File: src/rtl/memfill_pkg.sv
package memfill_pkg;

    localparam int REG_AW   = 3;
    localparam int REG_DW   = 32;
    localparam int BL_W     = 4;
    localparam int BL_RESET = 4;
    localparam int BEAT_B   = 8;

    localparam logic [REG_AW-1:0] RA_CFG   = 3'd0;
    localparam logic [REG_AW-1:0] RA_MODE  = 3'd1;
    localparam logic [REG_AW-1:0] RA_DST   = 3'd2;
    localparam logic [REG_AW-1:0] RA_SIZE  = 3'd3;
    localparam logic [REG_AW-1:0] RA_PATLO = 3'd4;
    localparam logic [REG_AW-1:0] RA_PATHI = 3'd5;
    localparam logic [REG_AW-1:0] RA_ACT   = 3'd6;

    localparam logic [2:0] MODE_FILL = 3'd2;

    typedef enum logic [1:0] {
        CH_IDLE   = 2'b00,
        CH_ACTIVE = 2'b01,
        CH_PAUSED = 2'b10
    } chan_state_e;

    typedef struct packed {
        logic resume;
        logic pause;
        logic stop;
        logic start;
    } cmd_t;

    function automatic cmd_t decode_cmd(input logic [3:0] bits);
        cmd_t c;
        c.start  = bits[0];
        c.stop   = bits[1];
        c.pause  = bits[2];
        c.resume = bits[3];
        return c;
    endfunction

endpackage

File: src/rtl/memfill_regs.sv
module memfill_regs
    import memfill_pkg::*;
#(
    parameter int AW  = 32,
    parameter int SZW = 32
) (
    input  logic              clk,
    input  logic              rst,
    input  logic              we,
    input  logic [REG_AW-1:0] addr,
    input  logic [REG_DW-1:0] wdata,
    input  chan_state_e       state,
    output logic [REG_DW-1:0] rdata,
    output logic [2:0]        opmode,
    output logic [BL_W-1:0]   dst_lim,
    output logic [AW-1:0]     dst_ptr,
    output logic [SZW-1:0]    blk_size,
    output logic [63:0]       pattern,
    output cmd_t              cmd
);
    logic [BL_W-1:0] src_lim;
    logic [31:0]     pat_lo, pat_hi;

    always_ff @(posedge clk) begin
        if (rst) begin
            opmode   <= '0;
            dst_lim  <= BL_W'(BL_RESET);
            src_lim  <= BL_W'(BL_RESET);
            dst_ptr  <= '0;
            blk_size <= '0;
            pat_lo   <= '0;
            pat_hi   <= '0;
        end else if (we) begin
            case (addr)
                RA_CFG: begin
                    dst_lim <= wdata[8 +: BL_W];
                    src_lim <= wdata[12 +: BL_W];
                end
                RA_MODE:  opmode   <= wdata[2:0];
                RA_DST:   dst_ptr  <= wdata[AW-1:0];
                RA_SIZE:  blk_size <= wdata[SZW-1:0];
                RA_PATLO: pat_lo   <= wdata;
                RA_PATHI: pat_hi   <= wdata;
                default: ;
            endcase
        end
    end

    assign pattern = {pat_hi, pat_lo};
    assign cmd     = (we && addr == RA_ACT) ? decode_cmd(wdata[3:0]) : '0;

    always_comb begin
        rdata = '0;
        case (addr)
            RA_CFG: begin
                rdata[2:0]       = opmode;
                rdata[8 +: BL_W] = dst_lim;
                rdata[12 +: BL_W] = src_lim;
            end
            RA_MODE:  rdata[2:0]     = opmode;
            RA_DST:   rdata[AW-1:0]  = dst_ptr;
            RA_SIZE:  rdata[SZW-1:0] = blk_size;
            RA_PATLO: rdata = pat_lo;
            RA_PATHI: rdata = pat_hi;
            RA_ACT:   rdata[1:0] = state;
            default: ;
        endcase
    end
endmodule

File: src/rtl/memfill_ctrl.sv
module memfill_ctrl
    import memfill_pkg::*;
#(
    parameter int          SZW     = 32,
    parameter logic [31:0] BLK_MIN = 32'd8,
    parameter logic [31:0] BLK_MAX = 32'h0100_0000
) (
    input  logic           clk,
    input  logic           rst,
    input  cmd_t           cmd,
    input  logic [2:0]     opmode,
    input  logic [SZW-1:0] blk_size,
    input  logic           done,
    output chan_state_e    state,
    output logic           launch,
    output logic           abort
);
    localparam logic [SZW-1:0] MIN_S = SZW'(BLK_MIN);
    localparam logic [SZW-1:0] MAX_S = SZW'(BLK_MAX);

    chan_state_e state_d;
    logic        size_ok;

    assign size_ok = (opmode == MODE_FILL) && (blk_size >= MIN_S) &&
                     (blk_size <= MAX_S) && (blk_size[2:0] == 3'b000);

    always_comb begin
        state_d = state;
        launch  = 1'b0;
        abort   = 1'b0;
        case (state)
            CH_IDLE: if (cmd.start && size_ok) begin
                state_d = CH_ACTIVE;
                launch  = 1'b1;
            end
            CH_ACTIVE: begin
                if (done) begin
                    state_d = CH_IDLE;
                end else if (cmd.stop) begin
                    state_d = CH_IDLE;
                    abort   = 1'b1;
                end else if (cmd.pause) begin
                    state_d = CH_PAUSED;
                end
            end
            CH_PAUSED: if (cmd.resume) state_d = CH_ACTIVE;
            default: state_d = CH_IDLE;
        endcase
    end

    always_ff @(posedge clk) begin
        if (rst) state <= CH_IDLE;
        else     state <= state_d;
    end
endmodule

File: src/rtl/memfill_beat.sv
module memfill_beat
    import memfill_pkg::*;
#(
    parameter int AW  = 32,
    parameter int SZW = 32
) (
    input  logic             clk,
    input  logic             rst,
    input  logic             launch,
    input  logic             abort,
    input  logic             run,
    input  logic [AW-4:0]    start_word,
    input  logic [SZW-4:0]   beats_req,
    input  logic [BL_W-1:0]  dst_lim,
    input  logic [63:0]      pattern,
    input  logic             wr_ready,
    output logic             wr_valid,
    output logic [AW-1:0]    wr_addr,
    output logic [63:0]      wr_data,
    output logic             wr_last,
    output logic             done
);
    localparam int BCW = SZW - 3;

    logic [AW-1:0]   cur_addr;
    logic [BCW-1:0]  beats_left;
    logic [BL_W-1:0] burst_rem;
    logic [BL_W-1:0] lim_eff, new_len;
    logic            accept;

    assign lim_eff = (dst_lim == '0) ? BL_W'(1) : dst_lim;
    assign new_len = (beats_left < BCW'(lim_eff)) ? beats_left[BL_W-1:0] : lim_eff;

    assign wr_valid = run && (beats_left != '0);
    assign accept   = wr_valid && wr_ready;
    assign done     = accept && (beats_left == BCW'(1));
    assign wr_addr  = cur_addr;
    assign wr_data  = pattern;
    assign wr_last  = (burst_rem == '0) ? (new_len == BL_W'(1)) : (burst_rem == BL_W'(1));

    always_ff @(posedge clk) begin
        if (rst) begin
            cur_addr   <= '0;
            beats_left <= '0;
            burst_rem  <= '0;
        end else if (launch) begin
            cur_addr   <= {start_word, 3'b000};
            beats_left <= beats_req;
            burst_rem  <= '0;
        end else if (abort) begin
            beats_left <= '0;
            burst_rem  <= '0;
        end else if (accept) begin
            cur_addr   <= cur_addr + AW'(BEAT_B);
            beats_left <= beats_left - BCW'(1);
            burst_rem  <= (burst_rem == '0) ? new_len - BL_W'(1) : burst_rem - BL_W'(1);
        end
    end
endmodule

File: src/rtl/memfill_chan.sv
module memfill_chan
    import memfill_pkg::*;
#(
    parameter int          AW      = 32,
    parameter int          SZW     = 32,
    parameter logic [31:0] BLK_MIN = 32'd8,
    parameter logic [31:0] BLK_MAX = 32'h0100_0000
) (
    input  logic        clk,
    input  logic        rst,
    input  logic        reg_wr_en,
    input  logic [2:0]  reg_addr,
    input  logic [31:0] reg_wdata,
    output logic [31:0] reg_rdata,
    output logic        wr_valid,
    input  logic        wr_ready,
    output logic [AW-1:0] wr_addr,
    output logic [63:0] wr_data,
    output logic        wr_last
);
    chan_state_e     ch_state;
    cmd_t            cmd;
    logic [2:0]      cfg_mode;
    logic [BL_W-1:0] dst_lim;
    logic [AW-1:0]   dst_ptr;
    logic [SZW-1:0]  blk_size;
    logic [63:0]     pattern;
    logic            launch, abort, done;

    memfill_regs #(.AW(AW), .SZW(SZW)) u_regs (
        .clk(clk), .rst(rst), .we(reg_wr_en), .addr(reg_addr),
        .wdata(reg_wdata), .state(ch_state), .rdata(reg_rdata),
        .opmode(cfg_mode), .dst_lim(dst_lim), .dst_ptr(dst_ptr),
        .blk_size(blk_size), .pattern(pattern), .cmd(cmd)
    );

    memfill_ctrl #(.SZW(SZW), .BLK_MIN(BLK_MIN), .BLK_MAX(BLK_MAX)) u_ctrl (
        .clk(clk), .rst(rst), .cmd(cmd), .opmode(cfg_mode),
        .blk_size(blk_size), .done(done), .state(ch_state),
        .launch(launch), .abort(abort)
    );

    memfill_beat #(.AW(AW), .SZW(SZW)) u_beat (
        .clk(clk), .rst(rst), .launch(launch), .abort(abort),
        .run(ch_state == CH_ACTIVE), .start_word(dst_ptr[AW-1:3]),
        .beats_req(blk_size[SZW-1:3]), .dst_lim(dst_lim), .pattern(pattern),
        .wr_ready(wr_ready), .wr_valid(wr_valid), .wr_addr(wr_addr),
        .wr_data(wr_data), .wr_last(wr_last), .done(done)
    );
endmodule

File: config.mk
export PLATFORM = sky130hd
export DESIGN_NAME = memfill_chan
export DESIGN_NICKNAME = d
export VERILOG_FILES = /design/src/rtl/memfill_pkg.sv /design/src/rtl/memfill_regs.sv /design/src/rtl/memfill_ctrl.sv /design/src/rtl/memfill_beat.sv /design/src/rtl/memfill_chan.sv
export SDC_FILE = /design/constraint.sdc
export NUM_CORES = 1
export LEC_CHECK = 0
export ABC_AREA = 0
export CORE_MARGIN = 2
export CORE_UTILIZATION = 35
export DETAILED_ROUTE_END_ITERATION = 12
export PLACE_DENSITY = 0.56
export SYNTH_ARGS = -nofsm -noshare
export SYNTH_HDL_FRONTEND = slang
export SYNTH_SLANG_ARGS = --single-unit
File: constraint.sdc
create_clock -name clk -period 4 [get_ports clk]
set_input_delay 0.8 -clock clk [delete_from_list [all_inputs] [get_ports clk]]
set_output_delay 0.8 -clock clk [all_outputs]
set_load 0.02 [all_outputs]
# Word level (Yosys, flattened, before mapping)
# Index checks and enable logic that the tools add are counted.
# word_totals
register_bits	206
wordCells	91
output_inout_bits	130
# classes
n_bitwise	1
n_eq_ne	16
addsub	4
order_cmp	3
muxes	27
reduce_logical	28
# ops
operator	count
32-bit 2-to-1 mux	3
29-bit 2-to-1 mux	3
16-bit case mux with 4 select lines	1
8-bit case mux with 5 select lines	1
32-bit by 4-bit adder with 32-bit output (second input constant)	1
32-bit by 4-bit >= comparator with 1-bit output (second input constant)	1
32-bit by 25-bit <= comparator with 1-bit output (second input constant)	1
29-bit by 1-bit == test with 1-bit output (second input constant)	1
29-bit by 4-bit less-than comparator with 1-bit output	1
29-bit nonzero test	1
29-bit by 1-bit subtractor with 29-bit output (second input constant)	1
5-bit case mux with 4 select lines	1
4-bit 2-to-1 mux	4
2-bit AND reduction	8
2-bit case mux with 6 select lines	1
2-bit 2-to-1 mux	5
3-bit by 2-bit == test with 1-bit output (second input constant)	3
3-bit == test (second input constant)	3
4-bit by 1-bit == test with 1-bit output (second input constant)	2
1-bit logical AND	8
4-bit zero test	2
4-bit by 1-bit subtractor with 4-bit output (second input constant)	2
3-bit zero test	2
1-bit 2-to-1 mux	6
other kinds (15)	17

# Logic depth before layout (Yosys ltp)
# Gate-level depths: netlist of the first run.
# depth
ltp_word	9
ltp_mapped	13
ltp_nobuf	13

# Cells and area by module
# From an unflattened synthesis of the first run, not the netlist that was laid out.
# unflattened
hier_cells	1402
area_unflattened_um2	11028.1
# modules_own_cells
mod	area_per_inst_um2	seq_area_each_um2	n_inst	cells_each
memfill_regs	6262.3	2782.7	1	779
memfill_beat	4518.1	1241.2	1	594
memfill_ctrl	234.0	40.0	1	28
memfill_chan	13.8	0.0	1	1

# Worst setup path before layout of the first run
# No wires, ideal clock.
# synth_timing
kind	reg-to-output
start	register u_beat.beats_left[6]
end	output wr_last
n_path_buf	0
t_arrival_ns	2.882
path_stages_with_launch	8
slack_ns	0.318
cell_sequence	dfxtp_1 nor4_4 and4_4 and2_1 nand3_1 nor4b_1 a21oi_1 a2111oi_0
# synth_between
elab_chain_cells	4
# synth_rtl
item	line	source
from (decl)	memfill_beat.sv:26	logic [BCW-1:0] beats_left;
from (signal assigned)	memfill_beat.sv:48	beats_left <= beats_req;
from (signal assigned)	memfill_beat.sv:55	beats_left <= beats_left - BCW'(1);
29-bit by 4-bit less-than comparator with 1-bit output	memfill_beat.sv:32	assign new_len = (beats_left < BCW'(lim_eff)) ? beats_left[BL_W-1:0] : lim_eff;
4-bit 2-to-1 mux	memfill_beat.sv:32	
4-bit by 1-bit == test with 1-bit output	memfill_beat.sv:39	assign wr_last = (burst_rem == '0) ? (new_len == BL_W'(1)) : (burst_rem == BL_W'(1));
1-bit 2-to-1 mux	memfill_beat.sv:39	
to (decl)	memfill_chan.sv:19	output logic wr_last
# Every way passes these cells.

# Final worst setup path of the first run
# layout_timing
start	register u_beat.beats_left[15]
end	output wr_last
# Same word-level chain as after synthesis.

==> results_dict.tcl, run 1 <==
set metrics [dict create \
    ys_seq_area_share_pct 41.7 \
    vias 9941 \
    root_buffer "clkbuf_16" \
    port_buffers 165 \
    cts_tree "yes" \
    synth.avg_cell_area_um2 7.63 \
    antenna_found_initial 0 \
    grt_overflow 0 \
    end_kind "primary output" \
    drive_above_1_share_pct 7.46 \
    syn2layout_area_growth_pct 31.2 \
    n_antenna_cell 0 \
    critical_path_class "reg -> out" \
    fin_crit_sh_pct 94.4 \
    coreArea_mm2 0.0276 \
    wl_per_cell_um 19.2 \
    synth_top_area_share_pct 41.7 \
    cts.sinks 203 \
    cp_data_arrival_time_ps 2980 \
    gp_congestion 0.884 \
    grt_max_degree 82 \
    grt_util_met1_pct 35.1 \
    grtUsageTotal_pct 23.6 \
    start_util_pct 35.3 \
    path_clk_slew_ps 60 \
    syn-instance-count 1276 \
    rrSetupSlack_ps 990 \
    grt_pass1_vias 9133 \
    synthTopCellsByCount "338 x nand2_1, 203 x dfxtp_1, 157 x a21oi_1" \
    synth-edff-count 0 \
    maxCapViolCount 0 \
    grt_pass1_wl_mm 54.3 \
    p_total_mw 4.70 \
    die_y_um 171 \
    fp.dieW_um 171 \
    min_path_type "reg -> reg" \
    ys.flop_type "dfxtp_1" \
    nFillCells 2755 \
    fmax_ghz 0.265 \
    p_per_area_mw_per_mm2 368 \
    worst_pin_slew_ps 910 \
    place_inst 1781 \
    synth.top_cells.by_area "dfxtp_1 42%, nand2_1 13%, a21oi_1 8.1%" \
    ios 169 \
    hold_viol 0 \
    drt-initial-drc-count 836 \
    max_slew_margin_pct 39.3 \
    yosysWarnings 0 \
    drc 0 \
    tns_ps 0 \
    start_kind "flop" \
    numCtsBuffers 25 \
    clk_latency_ps 530 \
    final_cells 1826 \
    dpl.hpwl_mm 25.1 \
    fin_nets 1479 \
    drt_first_pass_iters 5 \
    finalWirelength_mm 35.0 \
    use_met2_pct 33.9 \
    synth_top_cell_by_area "dfxtp_1" \
    synth.ff_latch_count 203 \
    fin_crit_ps 3780 \
    peakVddDrop_uv 273 \
    h-tree-depth 1 \
    setup_violations 0 \
    cp_max_fo 6 \
    top_usage_layer "met1" \
    grt_use_met3_pct 5.60 \
    grt_setup_unrepaired "false" \
    post-synth-top-count-cell "nand2_1" \
    netlist_area_mm2 0.00973 \
    cellLeakagePower_nw 4.55 \
    avgViaCountPerCell 5.44 \
    clockBufferDepth 3 \
    dieArea_mm2 0.0292 \
    required_ps 3200 \
    antenna_left 0 \
    ys_types 68 \
    holdBufCountCts 0 \
    drv_slew 0 \
    async_reset_ff_share_pct 0 \
    fin_skew_ps 10.7 \
    status "finished, final reports clean" \
    fp-row-count 61 \
    post_cts_buffers 0 \
]
-- critical path, stage by stage (launching register included) --
cell       delay, ps
dfxtp_1          350
nor4_1           330
buf_4            180
and4_4           260
and2_1           230
nand3_1          120
nor4b_1          260
a21oi_1           80
a2111oi_1        410
clkbuf_2         230
-- per-layer routing --
metal	wire [um]	vias up
met5	0	-
met4	708	0
li1	-	4803
met3	3090	41
met2	14600	403
met1	16600	4694
-- sequential cells by signal, summed over array words and instances (netlist names), 29 cells and up --
register           flops
u_beat.beats_left     29
u_regs.dst_ptr        32
u_regs.pat_lo         32
u_beat.wr_addr        29
u_regs.blk_size       32
u_regs.pat_hi         32
-- cells by family after synthesis --
| group | Yosys count | share of synthesized area, % |
|---|---|---|
| other | 1 | 0.0385 |
| buffers and inverters | 103 | 4.13 |
| flip-flops | 203 | 41.7 |
| AND/OR/NAND/NOR | 582 | 26.8 |
| AO/OA/AOI/OAI | 337 | 22.1 |
| multiplexers | 24 | 2.48 |
| XOR/XNOR | 16 | 1.44 |
| adder cells (fa/ha/maj) | 10 | 1.29 |
-- cell type report --
cell class                 count  area [um2]  share of cell area, %
multi-input combinational    972        5290                   41.4
sequential                   203        4060                   31.8
timing repair buffer         212        2060                   16.1
clock buffer                  38         734                   5.75
tap                          378         473                   3.70
clock inverter                 7        88.8                  0.696
inverter                      16        60.1                  0.470
-- where the power goes --
group	switching, mW	internal (mW)
sequential	0.0341	2.05
combinational	0.208	0.133
clock	0.883	1.39
total	1.13	3.57
-- cell usage in the layout, fill, tap and decap left out, types with 9 or more instances in the layout --
cell	Yosys	final
dfxtp_1	203	203
nand2_1	338	338
mux2i_1	23	23
a21oi_1	157	157
clkbuf_16	0	25
ha_1	10	10
nor4_1	17	17
a211oi_1	15	15
and2_1	11	11
xnor2_1	9	9
o21ai_0	32	32
nand3_1	26	26
nor3_1	33	33
a22oi_1	55	55
buf_4	3	43
inv_1	16	16
a311oi_1	10	10
and3_1	17	17
nor2_1	85	83
clkdlybuf4s50_1	0	163
-- worst paths after layout --
kind | startpoint | endpoint | depth (start not counted)
setup / recovery | u_beat.beats_left[15] | wr_last | 9
hold / removal | u_regs.dst_ptr[0] | u_regs.dst_ptr[0] | 2
setup reg to reg | u_regs.blk_size[8] | u_beat.beats_left[16] | 7
hold reg to reg | u_regs.dst_ptr[0] | u_regs.dst_ptr[0] | 2
-- timing repair --
action	in CTS	in global routing
gates cloned	0	0
gates resized for setup	1	4
endpoints found under the setup margin	1	1
-- stage by stage --
stage | setup slack (ps) | cell area, um2 | hold WS, ps | util (%)
6_report | 223 | 12800 | 461 | 46.3
5_1_grt | 38.9 | 12800 | 486 | 46.3
4_1_cts | 39.6 | 12800 | 462 | 46.4
3_5_place_dp | 305 | 12000 | 451 | 43.4
3_3_place_gp | 312 | 12000 | 444 | 43.4
2_1_floorplan | 318 | 9740 | 436 | -
Note: power is estimated with default switching activity, not from simulation.
==> run 2: changes to the inputs <==
--- a/config.mk
+++ b/config.mk
@@ -9,6 +9,7 @@
 export CORE_MARGIN = 2
 export CORE_UTILIZATION = 35
 export DETAILED_ROUTE_END_ITERATION = 12
+export MAX_ROUTING_LAYER = met4
 export PLACE_DENSITY = 0.56
 export SYNTH_ARGS = -nofsm -noshare
 export SYNTH_HDL_FRONTEND = slang
==> run 2 against run 1 <==
  * Critical path depth did not move
  * Combinational power barely moved
  * Clock skew fell by 1.4 ps
  * Sequential power barely moved
  * Global-route usage rose by 0.68 points
  * Die area did not move
  * Via count fell by 0.27%
  * Largest power group unchanged
==> results_dict.tcl, run 2 (same netlist as run 1, synthesis figures left out) <==
set metrics [dict create \
    path_cells "nor4_1, buf_4, and4_4, and2_1, nand3_1, nor4b_1, a21oi_1, a2111oi_1, clkbuf_2" \
    nFillCells 2755 \
    final_cell_mix "338 x nand2_1, 203 x dfxtp_1, 163 x clkdlybuf4s50_1" \
    p_per_area_mw_per_mm2 368 \
    fp.dieW_um 171 \
    fin_crit_ps 3780 \
    grt_overflow 0 \
    grt_max_degree 82 \
    post_cts_buffers 0 \
    cp_max_fo 6 \
    avgViaCountPerCell 5.43 \
    gp_congestion 0.899 \
    hold_viol 0 \
    clk_latency_ps 530 \
    cts_tree "yes" \
    slowest_stage "a2111oi_1" \
    max_slew_margin_pct 39.9 \
    tns_ps 0 \
    power_frac_comb_pct 7.3 \
    drive_above_1_share_pct 7.46 \
    cpPeakStageDelay_ps 410 \
    drc 0 \
    required_ps 3200 \
    drv_slew 0 \
    p_sw_share_pct 23.9 \
    cp-startpoint "u_beat.beats_left[15]" \
    antenna_left 0 \
    crit_buf_inv 2 \
    cellLeakagePower_nw 4.55 \
    holdBufCountCts 0 \
    fin_skew_ps 9.33 \
    cp_data_arrival_time_ps 2980 \
    holdWs_ps 462 \
    end_kind "primary output" \
    n_antenna_cell 0 \
    min_from "u_regs.dst_ptr[0]" \
    final_area_mm2 0.0128 \
    switchingPower_mw 1.13 \
    cts_resized 1 \
    r2r_start "u_regs.blk_size[8]" \
    min_path_type "reg -> reg" \
    peakVddDrop_uv 274 \
    port_buffers 165 \
    p_total_mw 4.70 \
    vias 9914 \
    fin_crit_sh_pct 94.5 \
    p_seq_share_pct 44.4 \
    ios 169 \
    drt-initial-drc-count 840 \
    dieArea_mm2 0.0292 \
    syn2layout_area_growth_pct 31.2 \
    grt_setup_unrepaired "false" \
    finish.utilization_pct 46.3 \
    fmax_ghz 0.265 \
    finalWirelength_mm 34.9 \
    clockBufferDepth 3 \
    numCtsBuffers 25 \
    setup_violations 0 \
    critical_path_class "reg -> out" \
    path_clk_slew_ps 60 \
    start_kind "flop" \
    clkPwrFrac_pct 48.3 \
    cts.sinks 203 \
    cp_top_family "simple AND/OR/NAND/NOR gates" \
    start_util_pct 35.3 \
    fp-row-count 61 \
    dpl_cell_area_mm2 0.0120 \
    root_buffer "clkbuf_16" \
    antenna_found_initial 0 \
    internal_power_mw 3.57 \
    maxCapViolCount 0 \
    fin_nets 1479 \
    coreArea_mm2 0.0276 \
    grt_pass1_vias 9165 \
    drt_first_pass_iters 5 \
    grt_pass1_wl_mm 54.1 \
    status "finished, final reports clean" \
    die_y_um 171 \
    worst_pin_slew_ps 901 \
    wl_per_cell_um 19.1 \
    layout_commonest_cell "nand2_1" \
    dpl.hpwl_mm 25.1 \
    grtUsageTotal_pct 24.3 \
    h-tree-depth 1 \
]
[run 2: cell counts in the layout (fill, tap and decap cells not counted)]
Identical to the previous run, type by type.
[run 2: worst register-to-register path: stages, from the launching register on]
cell and delay, ps:
dfxtp_1 360, nor4_1 400, nand4_1 200, or3_1 390, and3_1 340, nor2_1 720, o211ai_1 190, a221oi_1 300
[run 2: path summary, 6_finish.rpt]
path / endpoint / slack, ps / depth (start not counted)
worst max-delay path: wr_last / 220 / 9
worst min-delay path: u_regs.dst_ptr[0] / 460 / 2
worst min register to register: u_regs.dst_ptr[0] / 460 / 2
worst max register to register: u_beat.beats_left[16] / 1000 / 7
[run 2: through the flow]
stage               instances  setup WS, ps
global route             1826          38.9
detailed placement       1781           305
global placement         1781           312
finish                   1826           221
CTS                      1826          39.6
floorplan                1278           318
[run 2: power groups by stage]
stage | clock network [mW] | logic [mW] | registers [mW]
2_1_floorplan | 0 | 0.157 | 2.13
3_3_place_gp | 0 | 0.338 | 2.13
3_5_place_dp | 0 | 0.338 | 2.13
4_1_cts | 2.31 | 0.340 | 2.09
5_1_grt | 2.41 | 0.367 | 2.09
6_report | 2.27 | 0.341 | 2.09
[run 2: per-layer routing]
layer / track usage, % / share of wire [%] / wire [um]
met3: 5.16 / 8.7 / 3020
met2: 34.0 / 42 / 14500
met5: - / 0 / 0
met4: 5.69 / 2.0 / 714
met1: 35.4 / 48 / 16600
[run 2: final cells by class]
class	count	area, um2	area share [%]
Tap cell	378	473	3.70
Clock buffer	38	734	5.75
Inverter	16	60.1	0.470
Clock inverter	7	88.8	0.696
Multi-Input combinational cell	972	5290	41.4
Timing Repair Buffer	212	2060	16.1
Sequential cell	203	4060	31.8
==> run 3: changes to the inputs <==
--- a/config.mk
+++ b/config.mk
@@ -7,10 +7,10 @@
 export LEC_CHECK = 0
 export ABC_AREA = 0
 export CORE_MARGIN = 2
-export CORE_UTILIZATION = 35
+export CORE_UTILIZATION = 32
 export DETAILED_ROUTE_END_ITERATION = 12
 export MAX_ROUTING_LAYER = met4
-export PLACE_DENSITY = 0.56
+export PLACE_DENSITY = 0.52
 export SYNTH_ARGS = -nofsm -noshare
 export SYNTH_HDL_FRONTEND = slang
 export SYNTH_SLANG_ARGS = --single-unit
==> constraint.sdc (replaced) <==
create_clock -name clk -period 4 [get_ports clk]
set_input_delay 0.8 -clock clk [delete_from_list [all_inputs] [get_ports clk]]
set_output_delay 0.8 -clock clk [all_outputs]
set_load 0.05 [all_outputs]
==> run 3 against run 2 <==
  * Sequential power is essentially flat
  * Combinational power increased by 17%
  * Setup slack improved by 16 ps
  * Clock skew rose by 3.7 ps
  * Flip-flop and latch count unchanged
  * Cell area grew 1.4%
  * Routed wire length increased by 7.2%
  * Global-route usage fell by 0.56 points
  * Largest power group unchanged
  * Die area is 9.1% higher
  * Worst hold slack improved by 1.2 ps
  * Register-to-register slack hardly changed
  * Count of clock-buffer cells in the layout down 1
==> results_dict.tcl, run 3 (same netlist as run 1, synthesis figures left out) <==
set metrics [dict create \
    final_cell_mix "338 x nand2_1, 203 x dfxtp_1, 156 x a21oi_1" \
    maxCapViolCount 0 \
    final_cells 1821 \
    dpl.hpwl_mm 27.2 \
    min_path_type "reg -> reg" \
    nFillCells 3023 \
    regToRegEndpoint "u_beat.beats_left[16]" \
    clockBufferDepth 3 \
    reg2regPathDepth 7 \
    layout_commonest_cell "nand2_1" \
    setup_violations 0 \
    fmax_ghz 0.266 \
    whs_path_depth 2 \
    fin_skew_ps 13.1 \
    end_kind "primary output" \
    dieArea_mm2 0.0318 \
    drive_above_1_share_pct 8.81 \
    start_util_pct 32.7 \
    grt_setup_unrepaired "false" \
    post-place-ws_ps 233 \
    fin_crit_sh_pct 94.1 \
    peakVddDrop_uv 196 \
    tns_ps 0 \
    vias 9949 \
    grt_pass1_vias 9293 \
    layout_setup_ws_ps 237 \
    finish.utilization_pct 43.4 \
    antenna_found_initial 0 \
    required_ps 3200 \
    die_y_um 178 \
    antenna_left 0 \
    p_per_area_mw_per_mm2 356 \
    fin_nets 1465 \
    holdWs_ps 463 \
    r2r_start "u_regs.blk_size[9]" \
    drt-initial-drc-count 854 \
    port_buffers 165 \
    multi_input_area_mm2 0.00534 \
    critical_path_class "reg -> out" \
    wl_per_cell_um 20.5 \
    max_slew_margin_pct 28.1 \
    grt_pass1_wl_mm 56.8 \
    drt_first_pass_iters 7 \
    drc 0 \
    clk_latency_ps 520 \
    grt_max_degree 66 \
    coreArea_mm2 0.0298 \
    cts_tree "yes" \
    grt_overflow 0 \
    endpoint "wr_last" \
    status "finished, final reports clean" \
    start_kind "flop" \
    root_buffer "clkbuf_16" \
    finalWirelength_mm 37.4 \
    cp_max_fo 9 \
    path_clk_slew_ps 60 \
    worst_pin_slew_ps 1060 \
    rrSetupSlack_ps 1010 \
    n_antenna_cell 0 \
    fp.dieW_um 178 \
    ios 169 \
    fin_crit_ps 3760 \
    cts.sinks 203 \
    fp-row-count 63 \
    cp_data_arrival_time_ps 2960 \
    gp_congestion 0.865 \
    drv_slew 0 \
    syn2layout_area_growth_pct 33.0 \
    place_inst 1779 \
    hold_viol 0 \
    grtUsageTotal_pct 23.7 \
    h-tree-depth 1 \
    cp-startpoint "u_beat.beats_left[15]" \
    seqCellArea_mm2 0.00406 \
    numCtsBuffers 24 \
    avgViaCountPerCell 5.46 \
    cellLeakagePower_nw 4.61 \
]
## run 3: how the worst min path moves through the flow
stage                 startpoint                end  slack, ps
3_3_place_gp   u_regs.dst_ptr[1]  u_regs.dst_ptr[1]        450
2_1_floorplan  u_regs.dst_ptr[0]  u_regs.dst_ptr[0]        440
6_report       u_regs.dst_ptr[1]  u_regs.dst_ptr[1]        460
3_5_place_dp   u_regs.dst_ptr[1]  u_regs.dst_ptr[1]        450
4_1_cts        u_regs.dst_ptr[1]  u_regs.dst_ptr[1]        460
5_1_grt        u_regs.dst_ptr[1]  u_regs.dst_ptr[1]        480
## run 3: what timing repair did
item	4_1_cts	5_1_grt
endpoints found under the hold margin	0	0
hold buffers	0	0
setup endpoints to repair	1	1
resized for setup	3	3
setup buffers	1	0
pin swaps	2	1
## run 3: cell type report
cell class | instances | share of cell area, %
Clock buffer | 37 | 5.41
Clock inverter | 4 | 0.348
Inverter | 16 | 0.464
Multi-Input combinational cell | 972 | 41.2
Sequential cell | 203 | 31.4
Tap cell | 390 | 3.77
Timing Repair Buffer | 199 | 17.4
## run 3: critical path, stage by stage (launching register included)
cell	delay [ps]
dfxtp_1	390
nor4_4	380
and4_4	320
and2_1	250
nand3_2	200
nor4b_2	260
a21oi_1	110
a2111oi_4	370
buf_12	180
## run 3: power by group
| group | switching, mW | total [mW] | leakage [nW] | internal, mW |
|---|---|---|---|---|
| clock network | 0.851 | 2.11 | 0.366 | 1.26 |
| logic | 0.262 | 0.400 | 2.60 | 0.138 |
| registers | 0.0404 | 2.09 | 1.64 | 2.05 |
## run 3: layer usage
| metal | track usage (%) | up-vias | part of all wire [%] |
|---|---|---|---|
| met5 | - | - | 0 |
| met4 | 4.54 | 0 | 1.4 |
| met3 | 3.96 | 37 | 8.1 |
| met2 | 33.2 | 400 | 42 |
| met1 | 35.5 | 4723 | 49 |
| li1 | - | 4789 | - |
## run 3: metrics by stage
stage | cell area [um2] | total power, mW
floorplan | 9750 | 2.34
global placement | 12100 | 2.53
detailed placement | 12100 | 2.53
CTS | 12900 | 4.64
global route | 12900 | 4.74
finish | 12900 | 4.60
